[src/rtl/ldo_ctrl_pkg.sv]
// Shared constants and types for the regulator control port.
package ldo_ctrl_pkg;
    localparam logic [6:0] DEV_ADDR   = 7'b1001000;
    localparam logic [7:0] REG_ENABLE = 8'h00;
    localparam logic [7:0] REG_SEL_A  = 8'h08;
    localparam logic [7:0] REG_SEL_B  = 8'h0A;
    localparam int         BYTE_W     = 8;
    localparam int         NUM_RAILS  = 4;

    typedef enum logic [3:0] {
        ST_IDLE, ST_ADDR, ST_ADDR_ACK, ST_PTR, ST_PTR_ACK,
        ST_WDATA, ST_WDATA_ACK, ST_RDATA, ST_SKIP
    } bus_state_t;
endpackage

[src/rtl/ldo_i2c_sync.sv]
// Line conditioner: brings SCL and SDA into the clock domain through a
// flip-flop chain and derives SCL edges and START/STOP events.
// Assumes the system clock is at least 8x the bus bit rate.
module ldo_i2c_sync #(
    parameter int STAGES = 2
) (
    input  logic clk,
    input  logic rst_n,
    input  logic scl_i,
    input  logic sda_i,
    output logic scl_s,
    output logic sda_s,
    output logic scl_rise,
    output logic scl_fall,
    output logic start_det,
    output logic stop_det
);
    localparam int LINES = 2;

    logic [LINES-1:0] raw;
    logic [LINES-1:0] synced;
    logic [LINES-1:0] prev;

    assign raw = {sda_i, scl_i};

    for (genvar g = 0; g < LINES; g++) begin : g_line
        logic [STAGES-1:0] chain;
        // Shift the pad value through the synchroniser chain; idle bus is high.
        always_ff @(posedge clk) begin
            if (!rst_n) chain <= '1;
            else        chain <= {chain[STAGES-2:0], raw[g]};
        end
        assign synced[g] = chain[STAGES-1];
    end

    // Hold the previous synchronised sample for edge detection.
    always_ff @(posedge clk) begin
        if (!rst_n) prev <= '1;
        else        prev <= synced;
    end

    assign scl_s     = synced[0];
    assign sda_s     = synced[1];
    assign scl_rise  = synced[0] & ~prev[0];
    assign scl_fall  = ~synced[0] & prev[0];
    assign start_det = synced[0] & prev[0] & prev[1] & ~synced[1];
    assign stop_det  = synced[0] & prev[0] & ~prev[1] & synced[1];
endmodule

[src/rtl/ldo_i2c_engine.sv]
// Protocol engine: address match, pointer capture, single-byte write or
// read, acknowledge generation. One data byte per access, no increment.
// Assumes conditioned line events from ldo_i2c_sync.
module ldo_i2c_engine
    import ldo_ctrl_pkg::*;
(
    input  logic              clk,
    input  logic              rst_n,
    input  logic              sda_s,
    input  logic              scl_rise,
    input  logic              scl_fall,
    input  logic              start_det,
    input  logic              stop_det,
    input  logic [BYTE_W-1:0] rd_data,
    output logic              sda_oe,
    output logic [BYTE_W-1:0] ptr,
    output logic              wr_en,
    output logic [BYTE_W-1:0] wr_data
);
    localparam int CNT_W = $clog2(BYTE_W);
    localparam logic [CNT_W-1:0] LAST_BIT = CNT_W'(BYTE_W - 1);

    bus_state_t        state;
    logic [CNT_W-1:0]  cnt;
    logic [BYTE_W-1:0] shreg;
    logic [BYTE_W-1:0] txd;
    logic              full;
    logic              rw;
    logic              rx_state;

    assign rx_state = (state == ST_ADDR) || (state == ST_PTR) || (state == ST_WDATA);

    // Advance the transfer state on bus events and drive the open-drain enable.
    always_ff @(posedge clk) begin
        if (!rst_n) begin
            state   <= ST_IDLE;
            cnt     <= '0;
            shreg   <= '0;
            txd     <= '0;
            full    <= 1'b0;
            rw      <= 1'b0;
            sda_oe  <= 1'b0;
            ptr     <= '0;
            wr_en   <= 1'b0;
            wr_data <= '0;
        end else begin
            wr_en <= 1'b0;
            if (start_det) begin
                state  <= ST_ADDR;
                cnt    <= '0;
                full   <= 1'b0;
                sda_oe <= 1'b0;
            end else if (stop_det) begin
                state  <= ST_IDLE;
                full   <= 1'b0;
                sda_oe <= 1'b0;
            end else if (rx_state) begin
                if (scl_rise && !full) begin
                    shreg <= {shreg[BYTE_W-2:0], sda_s};
                    cnt   <= cnt + 1'b1;
                    if (cnt == LAST_BIT) full <= 1'b1;
                end else if (scl_fall && full) begin
                    full <= 1'b0;
                    cnt  <= '0;
                    if (state == ST_ADDR) begin
                        if (shreg[BYTE_W-1:1] == DEV_ADDR) begin
                            sda_oe <= 1'b1;
                            rw     <= shreg[0];
                            state  <= ST_ADDR_ACK;
                        end else begin
                            state  <= ST_SKIP;
                        end
                    end else if (state == ST_PTR) begin
                        ptr    <= shreg;
                        sda_oe <= 1'b1;
                        state  <= ST_PTR_ACK;
                    end else begin
                        wr_en   <= 1'b1;
                        wr_data <= shreg;
                        sda_oe  <= 1'b1;
                        state   <= ST_WDATA_ACK;
                    end
                end
            end else if (scl_fall) begin
                case (state)
                    ST_ADDR_ACK: begin
                        cnt <= '0;
                        if (rw) begin
                            txd    <= rd_data;
                            sda_oe <= ~rd_data[BYTE_W-1];
                            state  <= ST_RDATA;
                        end else begin
                            sda_oe <= 1'b0;
                            state  <= ST_PTR;
                        end
                    end
                    ST_PTR_ACK: begin
                        sda_oe <= 1'b0;
                        state  <= ST_WDATA;
                    end
                    ST_WDATA_ACK: begin
                        sda_oe <= 1'b0;
                        state  <= ST_SKIP;
                    end
                    ST_RDATA: begin
                        cnt <= cnt + 1'b1;
                        if (cnt == LAST_BIT) begin
                            sda_oe <= 1'b0;
                            state  <= ST_SKIP;
                        end else begin
                            txd    <= {txd[BYTE_W-2:0], 1'b0};
                            sda_oe <= ~txd[BYTE_W-2];
                        end
                    end
                    default: ;
                endcase
            end
        end
    end
endmodule

[src/rtl/ldo_reg_bank.sv]
// Sparse register bank: enable register and two level-select registers.
// Unmapped addresses read 0xFF and ignore writes; unused bits read 0.
module ldo_reg_bank
    import ldo_ctrl_pkg::*;
(
    input  logic                 clk,
    input  logic                 rst_n,
    input  logic                 wr_en,
    input  logic [BYTE_W-1:0]    ptr,
    input  logic [BYTE_W-1:0]    wr_data,
    output logic [BYTE_W-1:0]    rd_data,
    output logic [NUM_RAILS-1:0] rail_en,
    output logic                 rail1_sel,
    output logic                 rail2_sel,
    output logic [1:0]           rail3_sel,
    output logic [1:0]           rail4_sel
);
    localparam int PAD = BYTE_W - NUM_RAILS;

    logic [3:0] sel_a;

    // Commit a written byte to the addressed register.
    always_ff @(posedge clk) begin
        if (!rst_n) begin
            rail_en   <= '1;
            sel_a     <= '0;
            rail4_sel <= '0;
        end else if (wr_en) begin
            case (ptr)
                REG_ENABLE: rail_en   <= wr_data[NUM_RAILS-1:0];
                REG_SEL_A:  sel_a     <= wr_data[3:0];
                REG_SEL_B:  rail4_sel <= wr_data[3:2];
                default: ;
            endcase
        end
    end

    assign rail1_sel = sel_a[3];
    assign rail2_sel = sel_a[2];
    assign rail3_sel = sel_a[1:0];

    // Select the read-back byte for the current pointer.
    always_comb begin
        case (ptr)
            REG_ENABLE: rd_data = {{PAD{1'b0}}, rail_en};
            REG_SEL_A:  rd_data = {4'b0000, sel_a};
            REG_SEL_B:  rd_data = {4'b0000, rail4_sel, 2'b00};
            default:    rd_data = '1;
        endcase
    end
endmodule

[src/rtl/ldo_ctrl_i2c.sv]
// Top: two-wire slave port controlling four regulators' enables and levels.
// Assumes SDA is open drain (sda_oe = 1 pulls low) and clk >= 8x bit rate.
module ldo_ctrl_i2c
    import ldo_ctrl_pkg::*;
(
    input  logic                 clk,
    input  logic                 rst_n,
    input  logic                 scl_i,
    input  logic                 sda_i,
    output logic                 sda_oe,
    output logic [NUM_RAILS-1:0] rail_en,
    output logic                 rail1_sel,
    output logic                 rail2_sel,
    output logic [1:0]           rail3_sel,
    output logic [1:0]           rail4_sel
);
    logic              scl_s, sda_s, scl_rise, scl_fall, start_det, stop_det;
    logic              wr_en;
    logic [BYTE_W-1:0] ptr, wr_data, rd_data;

    ldo_i2c_sync #(.STAGES(2)) u_sync (
        .clk(clk), .rst_n(rst_n), .scl_i(scl_i), .sda_i(sda_i),
        .scl_s(scl_s), .sda_s(sda_s), .scl_rise(scl_rise), .scl_fall(scl_fall),
        .start_det(start_det), .stop_det(stop_det)
    );

    ldo_i2c_engine u_engine (
        .clk(clk), .rst_n(rst_n), .sda_s(sda_s), .scl_rise(scl_rise),
        .scl_fall(scl_fall), .start_det(start_det), .stop_det(stop_det),
        .rd_data(rd_data), .sda_oe(sda_oe), .ptr(ptr), .wr_en(wr_en),
        .wr_data(wr_data)
    );

    ldo_reg_bank u_regs (
        .clk(clk), .rst_n(rst_n), .wr_en(wr_en), .ptr(ptr), .wr_data(wr_data),
        .rd_data(rd_data), .rail_en(rail_en), .rail1_sel(rail1_sel),
        .rail2_sel(rail2_sel), .rail3_sel(rail3_sel), .rail4_sel(rail4_sel)
    );

    logic unused_scl_s;
    assign unused_scl_s = scl_s;
endmodule

[config.mk]
export PLATFORM = sky130hd
export DESIGN_NAME = ldo_ctrl_i2c
export DESIGN_NICKNAME = d
export VERILOG_FILES = /design/src/rtl/ldo_ctrl_pkg.sv /design/src/rtl/ldo_i2c_sync.sv /design/src/rtl/ldo_i2c_engine.sv /design/src/rtl/ldo_reg_bank.sv /design/src/rtl/ldo_ctrl_i2c.sv
export SDC_FILE = /design/constraint.sdc
export NUM_CORES = 1
export LEC_CHECK = 0
export ABC_AREA = 1
export BUFFER_PORTS_ARGS = -buffer_cell sky130_fd_sc_hd__buf_2
export CAP_MARGIN = 0
export CORE_ASPECT_RATIO = 1.75
export CORE_MARGIN = 3
export CORE_UTILIZATION = 40
export DETAILED_ROUTE_END_ITERATION = 8
export GPL_ROUTABILITY_DRIVEN = 0
export HOLD_SLACK_MARGIN = 0.1
export PLACE_DENSITY = 0.55
export SYNTH_ARGS = -nofsm -noshare
export SYNTH_HDL_FRONTEND = slang
export SYNTH_HIERARCHICAL = 1
export SYNTH_SLANG_ARGS = --single-unit
[constraint.sdc]
create_clock -name clk -period 3.1 [get_ports clk]
set_input_delay 0.155 -clock clk [delete_from_list [all_inputs] [get_ports clk]]
set_output_delay 0.155 -clock clk [all_outputs]
set_load 0.01 [all_outputs]
==> results.py <==
metrics = {
    "outcome": {
        "status": "complete, no violations",
    },
    "cts": {
        "cts_buffer_depth": 2,
        "clock_latency_ps": 300,
        "htreeDepth": 2,
        "clk_pin_slew_ps": 80,
        "post_cts_buffers": 0,
        "cts_tree": "yes",
        "root_buffer": "clkbuf_16",
        "cts_sinks": 54,
        "cts_resized": 0,
        "cts_buffers": 5,
    },
    "detailed_routing": {
        "routed_wl_um": 6200,
        "drt-initial-drc-count": 111,
        "via_per_inst": 4.79,
        "drt-wirelength-per-cell_um": 12.2,
        "firstDrtPassIters": 4,
        "drc_errors": 0,
        "antenna_left": 0,
        "vias": 2438,
    },
    "power": {
        "power_switching_share": 0.257,
        "p_clk_frac": 0.417,
        "power_uw": 1410,
        "p_int_uw": 1050,
        "power_density_nw_per_um2": 461,
        "pwr-share-comb": 0.076,
        "ir_drop_mv": 0.403,
        "p_switching_uw": 362,
        "seq_power_share": 0.507,
        "leakage_uw": 0.00148,
    },
    "synthesis": {
        "synth_nets": 421,
        "synth_area_per_cell_sq_um": 6.75,
        "synthCells": 415,
        "yosysWarnings": 6,
        "synth_area_sq_um": 2800,
    },
    "place": {
        "port_buffers": 14,
        "dp_slack_ps": 1190,
        "dp_hpwl_um": 4720,
    },
    "cells_and_area": {
        "fin_util": 0.457,
        "final_layout_size_suffix_gt1_frac": 0.136,
        "fillCellCount": 700,
        "area_growth_pct": 9.16,
        "antenna_cells": 0,
        "layout.nets": 432,
    },
    "floorplanning": {
        "rows": 39,
        "dieWidth_um": 69.2,
        "dieHeight_um": 117,
        "dieArea_sq_um": 8080,
        "initial_core_util": 0.419,
        "coreArea_sq_um": 6690,
        "io-pin-count": 15,
    },
    "hold_path": {
        "hp-class": "in2reg",
    },
    "setup_path": {
        "crit_path_max_fanout": 11,
        "crit_path_start_kind": "register",
        "cp.required_ps": 3300,
        "cp_data_arrival_time_ps": 2150,
        "path_class": "reg2reg",
        "worstSetupEndpointType": "register",
    },
    "sta": {
        "tns_ps": 0,
        "final.min_clock_period_ps": 1950,
        "rsz0062_at_grt": "false",
        "skew_ps": 5.80,
        "final-setup-viol-count": 0,
        "hold_viol": 0,
        "finalCritPeriodShare": 0.630,
        "slew_viol_final": 0,
        "tightest_slew_ps": 573,
        "fin_ws_ps": 1150,
        "slew_headroom": 0.616,
        "max_freq_mhz": 512,
    },
    "global_route": {
        "grt_pass1_wl_um": 10500,
        "grt_start_max_net_pins": 24,
        "antenna_found_initial": 0,
        "gr-usage-all-layers": 0.165,
        "grt_pass1_vias": 2326,
        "grt_remaining_overflow": 0,
    },
    "run": {
        "drv_cap": 0,
    },
}
[power by group through the flow]
stage / combinational (uW) / sequential, uW / clock [uW]
after floorplan: 85.0 / 727 / 0
after global placement: 106 / 730 / 0
after detailed placement: 106 / 730 / 0
after CTS: 108 / 714 / 611
after global routing: 124 / 715 / 627
final: 107 / 714 / 587
[sequential cells by signal, indices dropped and copies added (netlist names)]
name / count
u_engine/ptr: 8
u_engine/shreg: 8
u_engine/txd: 7
u_engine/state: 4
u_engine/wr_data: 4
u_regs/rail_en: 4
u_regs/sel_a: 4
u_sync/g_line.chain: 4
u_engine/cnt: 3
u_regs/rail4_sel: 2
u_sync/prev: 2
u_engine/full: 1
u_engine/rw: 1
u_engine/sda_oe: 1
u_engine/wr_en: 1
[layer usage]
layer	GRT usage	up-vias	wire, um
li1	-	1309	-
met3	0.0258	13	150
met5	0	-	0
met4	0.0952	0	208
met1	0.176	1086	2620
met2	0.305	30	3220
[layout make-up]
type | count | area, sq um | area share
multi-input combinational | 290 | 1410 | 0.460
sequential | 54 | 1080 | 0.354
inverter | 58 | 218 | 0.0712
clock buffer | 5 | 125 | 0.0409
tap | 82 | 103 | 0.0336
timing repair buffer | 17 | 97.6 | 0.0319
clock inverter | 3 | 26.3 | 0.00860
[path summary, 6_finish.rpt]
check,startpoint,end,slack [ps],cells past startpoint
hold reg to reg,u_sync/g_line[0].chain[0],u_sync/g_line[0].chain[1],410,2
setup / recovery,u_sync/g_line[1].chain[1],u_engine/ptr[2],1150,11
hold / removal,rst_n,u_sync/g_line[0].chain[1],180,2
setup reg to reg,u_sync/g_line[1].chain[1],u_engine/ptr[2],1150,11
[metrics by stage]
stage | hold slack (ps) | instances | cell area [sq um]
after detailed placement | 329 | 499 | 2890
after CTS | 176 | 509 | 3060
after global placement | 327 | 499 | 2890
final | 175 | 509 | 3060
after floorplan | 224 | 415 | 2800
after global routing | 200 | 509 | 3060
[layout by cell type (no fill, tap or decap), drive strengths merged, types with 2 or more instances in the layout]
| cell | n |
|---|---|
| nand2 | 101 |
| clkbuf | 5 |
| dfxtp | 54 |
| nand3 | 30 |
| buf | 15 |
| nand3b | 2 |
| a21oi | 11 |
| o21ai | 28 |
| a211oi | 5 |
| nand4 | 4 |
| ha | 2 |
| nor3 | 2 |
| dlygate4sd3 | 2 |
| nor2 | 100 |
| inv | 61 |
[worst max-delay path, cell delays in order (launching register included)]
cell and delay (ps):
dfxtp_1 350, inv_1 60, nand2_1 60, nor2_1 40
inv_1 90, nand2_2 120, nor2_2 190, inv_1 60
nor2_1 450, inv_1 230, nor2_1 140, nor2_1 50
[repair_timing]
action                                 CTS  global route
endpoints found under the hold margin    2             0
hold buffers                             2             0
setup endpoints to repair                0             0
Power figures use the tool's default switching activity.
